[config.mk]
export PLATFORM = sky130hd
export DESIGN_NAME = alu16
export DESIGN_NICKNAME = d
export VERILOG_FILES = /design/src/rtl/alu16.sv
export SDC_FILE = /design/constraint.sdc
export NUM_CORES = 1
export LEC_CHECK = 0
export ABC_CLOCK_PERIOD_IN_PS = 16650
export BUFFER_PORTS_ARGS = -buffer_cell sky130_fd_sc_hd__buf_2
export CAP_MARGIN = 20
export CELL_PAD_IN_SITES_DETAIL_PLACEMENT = 1
export CELL_PAD_IN_SITES_GLOBAL_PLACEMENT = 1
export CORE_MARGIN = 2
export CORE_UTILIZATION = 49
export DETAILED_ROUTE_END_ITERATION = 8
export GPL_ROUTABILITY_DRIVEN = 0
export PLACE_DENSITY = 0.83
export SLEW_MARGIN = 40
export SYNTH_ARGS = -nofsm -noshare
export SYNTH_HDL_FRONTEND = slang
export SYNTH_SLANG_ARGS = --single-unit
[constraint.sdc]
create_clock -name vclk -period 16.65
set_input_delay 0 -clock vclk [all_inputs]
set_output_delay 0 -clock vclk [all_outputs]
set_load 0.005 [all_outputs]
[src/rtl/alu16.sv]
module alu16 #(
  parameter int W = 8
) (
  input  logic [W-1:0] op_a,
  input  logic [W-1:0] op_b,
  input  logic [3:0]   cmd,
  input  logic         out_en,
  output logic [W-1:0] result
);
  localparam int W2 = 2 * W;

  logic [W-1:0]  sum_v, dif_v, inc_v, dec_v, quo_v, raw;
  logic [W2-1:0] prod_v;

  assign sum_v  = op_a + op_b;
  assign dif_v  = op_a - op_b;
  assign inc_v  = op_a + W'(1);
  assign dec_v  = op_a - W'(1);
  assign prod_v = {{W{1'b0}}, op_a} * {{W{1'b0}}, op_b};

  // restoring division; a zero divisor leaves every quotient bit set
  always_comb begin
    logic [W:0] rem;
    rem   = '0;
    quo_v = '0;
    for (int i = W - 1; i >= 0; i--) begin
      rem = {rem[W-1:0], op_a[i]};
      if (rem >= {1'b0, op_b}) begin
        rem      = rem - {1'b0, op_b};
        quo_v[i] = 1'b1;
      end
    end
  end

  always_comb begin
    case (cmd)
      4'd0:    raw = sum_v;
      4'd1:    raw = dif_v;
      4'd2:    raw = prod_v[W-1:0];
      4'd3:    raw = quo_v;
      4'd4:    raw = inc_v;
      4'd5:    raw = dec_v;
      4'd6:    raw = {op_a[W-2:0], 1'b0};
      4'd7:    raw = {1'b0, op_a[W-1:1]};
      4'd8:    raw = op_a & op_b;
      4'd9:    raw = op_a | op_b;
      4'd10:   raw = op_a ^ op_b;
      4'd11:   raw = ~(op_a & op_b);
      4'd12:   raw = ~(op_a | op_b);
      4'd13:   raw = ~(op_a ^ op_b);
      4'd14:   raw = ~op_a;
      default: raw = op_a;
    endcase
  end

  assign result = out_en ? raw : '0;

  always_comb begin
    if (cmd == 4'd0) assert_add_inverse_R1: assert (W'(raw - op_b) == op_a);
    if (cmd == 4'd1) assert_sub_inverse_R2: assert (W'(raw + op_b) == op_a);
    if (cmd == 4'd2) assert_mul_lsb_R3: assert (raw[0] == (op_a[0] & op_b[0]));
    if (cmd == 4'd3 && op_b != '0) begin
      assert_div_bounds_R4: assert ((W2'(quo_v) * W2'(op_b) <= W2'(op_a)) &&
                                    (W2'(op_a) - W2'(quo_v) * W2'(op_b) < W2'(op_b)));
    end
    if (cmd == 4'd3 && op_b == '0) assert_div_zero_R4: assert (&raw);
    if (cmd == 4'd4) assert_inc_step_R5: assert (W'(raw - W'(1)) == op_a);
    if (cmd == 4'd5) assert_dec_step_R5: assert (W'(raw + W'(1)) == op_a);
    if (cmd == 4'd6) assert_shl_double_R6: assert (raw == W'(op_a + op_a));
    if (cmd == 4'd7) assert_shr_half_R6: assert (!raw[W-1] && W'(raw + raw) == (op_a & ~W'(1)));
    if (cmd == 4'd11) assert_nand_demorgan_R8: assert (raw == (~op_a | ~op_b));
    if (cmd == 4'd12) assert_nor_demorgan_R8: assert (raw == (~op_a & ~op_b));
    if (cmd == 4'd13) assert_xnor_rel_R8: assert ((raw ^ op_a) == ~op_b);
    if (cmd == 4'd14) assert_not_rel_R9: assert (&(raw ^ op_a));
    if (out_en && cmd == 4'd15) assert_pass_R9: assert (result == op_a);
    if (result != '0) assert_gate_R10: assert (out_en);
  end
endmodule

==> results of run 1 <==
[placed cells by master, fill, tap and decap left out, types with 6 or more instances in the layout]
cell type | synthesis | routed
a21o_1 | 16 | 16
a21oi_1 | 50 | 50
a221oi_1 | 9 | 9
a31oi_1 | 6 | 6
buf_2 | 3 | 27
fa_1 | 19 | 19
ha_1 | 105 | 105
inv_1 | 63 | 63
mux2_2 | 17 | 17
mux2i_1 | 16 | 16
nand2_1 | 64 | 64
nand2b_1 | 14 | 14
nand3_1 | 10 | 10
nand4_1 | 8 | 8
nor2_1 | 59 | 59
nor2b_1 | 19 | 19
nor3_1 | 12 | 11
o21a_1 | 15 | 15
o21ai_0 | 54 | 50
o22ai_1 | 6 | 6
o32ai_1 | 7 | 7
xnor2_1 | 32 | 32
xor2_1 | 20 | 20
[how the worst max path moves through the flow]
stage	startpoint	endpoint	slack (ps)
after floorplan	op_a[7]	result[0]	3510
after global placement	op_b[0]	result[0]	2050
after detailed placement	op_b[0]	result[0]	930
after CTS	op_b[0]	result[0]	810
after global routing	op_a[7]	result[0]	30
final	op_a[7]	result[0]	1370
[worst max-delay path, delay by kind of cell]
kind / cells / cell delay [ps]
buffers and inverters: 7 / 880
AND/OR/NAND/NOR: 23 / 3940
multiplexers: 3 / 970
adder cells (fa/ha/maj): 8 / 2480
AO/OA/AOI/OAI: 34 / 6990
[cell usage after synthesis, types with 4 or more instances]
cell	count	area share (%)
xnor2_1	32	5.0
nor2b_1	19	2.1
nand2b_1	14	1.6
a21oi_1	50	4.5
mux2i_1	16	2.9
a221oi_1	9	1.4
or2_2	5	0.56
a21boi_0	5	0.67
mux2_2	17	3.4
nor2_1	59	4.0
o21a_1	15	2.0
fa_1	19	6.8
inv_1	63	4.2
o21ai_0	54	4.8
ha_1	105	23
clkbuf_1	20	1.3
nand2_1	64	4.3
o211ai_1	4	0.54
nor3b_1	4	0.54
mux2_4	5	1.3
and2_1	4	0.45
o21bai_1	5	0.67
a21o_1	16	2.1
a31oi_1	6	0.67
a211oi_1	5	0.67
o32ai_1	7	1.1
xor2_1	20	3.1
nor3_1	12	1.1
nand3_1	10	0.89
nand4_1	8	0.89
o22ai_1	6	0.67
[per-stage QoR]
step                      total power, mW  worst slack, ps
final                               0.446             1370
after global routing                0.495             29.1
after CTS                           0.445              813
after detailed placement            0.442              929
after global placement              0.419             2050
after floorplan                     0.347             3510
[power by group through the flow]
stage / Clock, mW / Sequential, mW / Combinational, mW
after CTS: 0 / 0 / 0.445
final: 0 / 0 / 0.446
after detailed placement: 0 / 0 / 0.442
after global placement: 0 / 0 / 0.419
after global routing: 0 / 0 / 0.495
after floorplan: 0 / 0 / 0.347
[layer usage]
layer  share of wire, %  track usage (%)  vias to the layer above  wire (um)
met1                 45             40.6                     2824       8430
met3                4.2             1.48                       18        783
li1                   -                -                     2703          -
met2                 50             55.5                      149       9400
met5                  0                0                        -          0
met4                1.1             3.75                        0        206
[area by class of cell]
class | instances | area [um^2]
multi-input cells | 656 | 5250
inverters | 64 | 240
repair buffers | 32 | 173
fillers | 1453 | 5430
well taps | 143 | 179
[logic make-up after synthesis]
logic type / after synthesis / synth area share [%]
compound gates: 220 / 27.2
xor+xnor: 52 / 8.14
fa+ha+maj: 124 / 30.3
buf+inv: 90 / 6.31
mux: 41 / 8.32
simple gates: 219 / 19.8
[what timing repair did]
item	4_1_cts	5_1_grt
resized for setup	0	7
endpoints found under the setup margin	0	1
buffers inserted	0	1
==> impl_metrics.tcl, run 1 <==
set metrics [dict create \
    status "finished, final reports clean" \
    dp_hpwl_um 15000 \
    ant_nets 0 \
    setup_violations 0 \
    antenna-diode-count 0 \
    grt_pass1_wl_um 30900 \
    areaGrowthSynthToFinish_pct 4.43 \
    p_sw_share_pct 53.6 \
    setup_tns_ps 0 \
    first_pass_iters 5 \
    wl_per_cell_um 21.0 \
    combinationalPowerShare_pct 100.0 \
    slew-limit-headroom_pct 47.7 \
    seq_cell_count 0 \
    synth_nets 891 \
    drc 0 \
    grt_pass1_vias 5992 \
    hold_start "out_en" \
    place_area_um2 5830 \
    overflow 0 \
    port_buffers 29 \
    clock.fmax_mhz 65.4 \
    n_clock_buffer 0 \
    vias 5694 \
    p_per_area_nw_per_um2 76.4 \
    synth_warnings 0 \
    dp_cells 894 \
    worstPathRequired_ps 16650 \
    drv_cap 0 \
    fp.dieH_um 111 \
    cp.arrival_ps 15280 \
    core_um2 11300 \
    clock_power_share_pct 0 \
    holdCritPathClass "input port to primary output" \
    power.leakage_nw 2.79 \
    holdPathStages 4 \
    die_x_um 111 \
    power.switching_uw 239 \
    grt_usage_pct 30.4 \
    drt_iter0_markers 420 \
    finalHoldViolCount 0 \
    synthCells 746 \
    routed_wl_um 18800 \
    crit_fanout 12 \
    initial_core_util_pct 49.6 \
    fp.dieArea_um2 12300 \
    crit_path_top_delay_cell "or4b_4" \
    p_seq_share_pct 0 \
    drive_gt1_share_pct 11.7 \
    syn-mean-instance-area_um2 7.50 \
    fin_area_um2 5840 \
    nets 899 \
    synth_area_um2 5590 \
    slowest_delay_ps 520 \
    ir_drop_uv 126 \
    grt_start_max_net_pins 46 \
    slew_violations 0 \
    tightest_slew_ps 785 \
    holdBufCountCts 0 \
    ys_seq_area_share_pct 0 \
    rsz0062_at_grt "false" \
    post-route-util_pct 51.8 \
    io_pins 29 \
    holdWs_ps 414 \
    path_class "input port to primary output" \
    regArea_um2 0 \
    avgViaCountPerCell 6.36 \
    synth_cell_type_count 79 \
    antenna_found_initial 0 \
    fin_crit_ps 15280 \
    whs_endpoint "result[1]" \
    instances_no_fill 895 \
    std_cell_rows 39 \
    internal_power_uw 207 \
    post-route-period-util_pct 91.8 \
    startpoint_type "input port" \
    end_kind "primary output" \
]
Power figures use the tool's default switching activity.
==> inputs of run 2 (changes only) <==
--- a/config.mk
+++ b/config.mk
@@ -5,16 +5,17 @@
 export SDC_FILE = /design/constraint.sdc
 export NUM_CORES = 1
 export LEC_CHECK = 0
-export ABC_CLOCK_PERIOD_IN_PS = 16650
+export ABC_CLOCK_PERIOD_IN_PS = 19800
 export BUFFER_PORTS_ARGS = -buffer_cell sky130_fd_sc_hd__buf_2
 export CAP_MARGIN = 20
 export CELL_PAD_IN_SITES_DETAIL_PLACEMENT = 1
 export CELL_PAD_IN_SITES_GLOBAL_PLACEMENT = 1
 export CORE_MARGIN = 2
-export CORE_UTILIZATION = 49
+export CORE_UTILIZATION = 53
 export DETAILED_ROUTE_END_ITERATION = 8
 export GPL_ROUTABILITY_DRIVEN = 0
-export PLACE_DENSITY = 0.83
+export PLACE_DENSITY = 0.89
+export SKIP_LAST_GASP = 1
 export SLEW_MARGIN = 40
 export SYNTH_ARGS = -nofsm -noshare
 export SYNTH_HDL_FRONTEND = slang
==> constraint.sdc (replaced) <==
create_clock -name vclk -period 19.8
set_input_delay 0 -clock vclk [all_inputs]
set_output_delay 0 -clock vclk [all_outputs]
set_load 0.005 [all_outputs]
==> impl_metrics.tcl, run 2 (same netlist as run 1, synthesis figures left out) <==
set metrics [dict create \
    wl_per_cell_um 21.7 \
    p_seq_share_pct 0 \
    final_cell_mix "105 x ha_1, 64 x nand2_1, 63 x inv_1, 58 x nor2_1, 54 x o21ai_0" \
    post-route-period-util_pct 82.3 \
    areaGrowthSynthToFinish_pct 3.76 \
    worst_path_most_repeated_cell "o21ai_0" \
    avgViaCountPerCell 6.62 \
    power.leakage_nw 2.77 \
    end_kind "primary output" \
    p_per_area_nw_per_um2 66.2 \
    first_pass_iters 5 \
    p_sw_share_pct 54.7 \
    slew-limit-headroom_pct 43.1 \
    finalHoldViolCount 0 \
    path_class "input port to primary output" \
    rsz0062_at_grt "false" \
    holdWs_ps 426 \
    tightest_slew_ps 854 \
    initial_core_util_pct 54.4 \
    die_x_um 107 \
    cp.arrival_ps 16300 \
    regArea_um2 0 \
    drc 0 \
    ant_nets 0 \
    antenna-diode-count 0 \
    fin_crit_ps 16300 \
    ir_drop_uv 83.3 \
    grt_usage_pct 34.0 \
    combinationalPowerShare_pct 100.0 \
    seq_cell_count 0 \
    holdCritPathClass "input port to primary output" \
    clock_power_share_pct 0 \
    fp.dieArea_um2 11400 \
    crit_path_top_delay_cell "o21ai_0" \
    dp_hpwl_um 15200 \
    fillers 1342 \
    slew_violations 0 \
    std_cell_rows 37 \
    antenna_found_initial 0 \
    final_common_cell "ha_1" \
    internal_power_uw 174 \
    nets 896 \
    startpoint_type "input port" \
    drt_iter0_markers 541 \
    cts_setup_buffers 0 \
    core_um2 10300 \
    clock.fmax_mhz 61.3 \
    worstPathRequired_ps 19800 \
    endpoint "result[0]" \
    overflow 0 \
    routed_wl_um 19200 \
    startpoint "op_b[1]" \
    grt_pass1_vias 6089 \
    fp.dieH_um 107 \
    crit_fanout 16 \
    drive_gt1_share_pct 11.3 \
    grt_start_max_net_pins 46 \
    port_buffers 29 \
    vias 5858 \
    n_clock_buffer 0 \
    setup_violations 0 \
    holdBufCountCts 0 \
    power.switching_uw 210 \
    ctsResizeCount 0 \
    status "finished, final reports clean" \
    setup_tns_ps 0 \
    io_pins 29 \
    drv_cap 0 \
    slowest_delay_ps 510 \
    grt_pass1_wl_um 31200 \
]
## run 2: critical path: cells and delay by family
kind | cells | cell delay [ps]
AO/OA/AOI/OAI | 36 | 8160
adder cells (fa/ha/maj) | 8 | 2540
buffers and inverters | 8 | 1370
multiplexers | 2 | 580
AND/OR/NAND/NOR | 22 | 3570
## run 2: area by class of cell
type	count	area, um^2	area share [%]
Multi-Input combinational cell	656	5250	90.4
Inverter	64	240	4.14
Timing Repair Buffer	29	145	2.50
Tap cell	136	170	2.93
## run 2: power by group through the flow
stage                     logic, mW  registers, mW  clock network, mW
after global placement        0.353              0                  0
after floorplan               0.292              0                  0
after CTS                     0.381              0                  0
after global routing          0.421              0                  0
final                         0.385              0                  0
after detailed placement      0.378              0                  0
## run 2: stage by stage
| stage | utilization [%] | setup slack [ps] | std cells | power, mW | area (um^2) |
|---|---|---|---|---|---|
| 2_1_floorplan | - | 6660 | 746 | 0.292 | 5590 |
| 3_3_place_gp | 56.4 | 4930 | 885 | 0.353 | 5800 |
| 3_5_place_dp | 56.4 | 3720 | 885 | 0.378 | 5800 |
| 4_1_cts | 56.4 | 3620 | 885 | 0.381 | 5800 |
| 5_1_grt | 56.5 | 1920 | 885 | 0.421 | 5800 |
| 6_report | 56.5 | 3500 | 885 | 0.385 | 5800 |
## run 2: worst min path at each step
stage | start | endpoint | slack, ps | cells after the start
floorplan | out_en | result[4] | 100 | 2
global placement | out_en | result[5] | 410 | 4
detailed placement | out_en | result[4] | 420 | 4
CTS | out_en | result[4] | 420 | 4
global route | out_en | result[5] | 430 | 4
finish | out_en | result[5] | 430 | 4
## run 2: per-layer routing
layer / part of all wire (%) / GRT usage, %
met1: 43 / 43.1
met2: 48 / 60.4
met3: 6.3 / 2.98
met4: 2.9 / 11.1
met5: 0 / 0
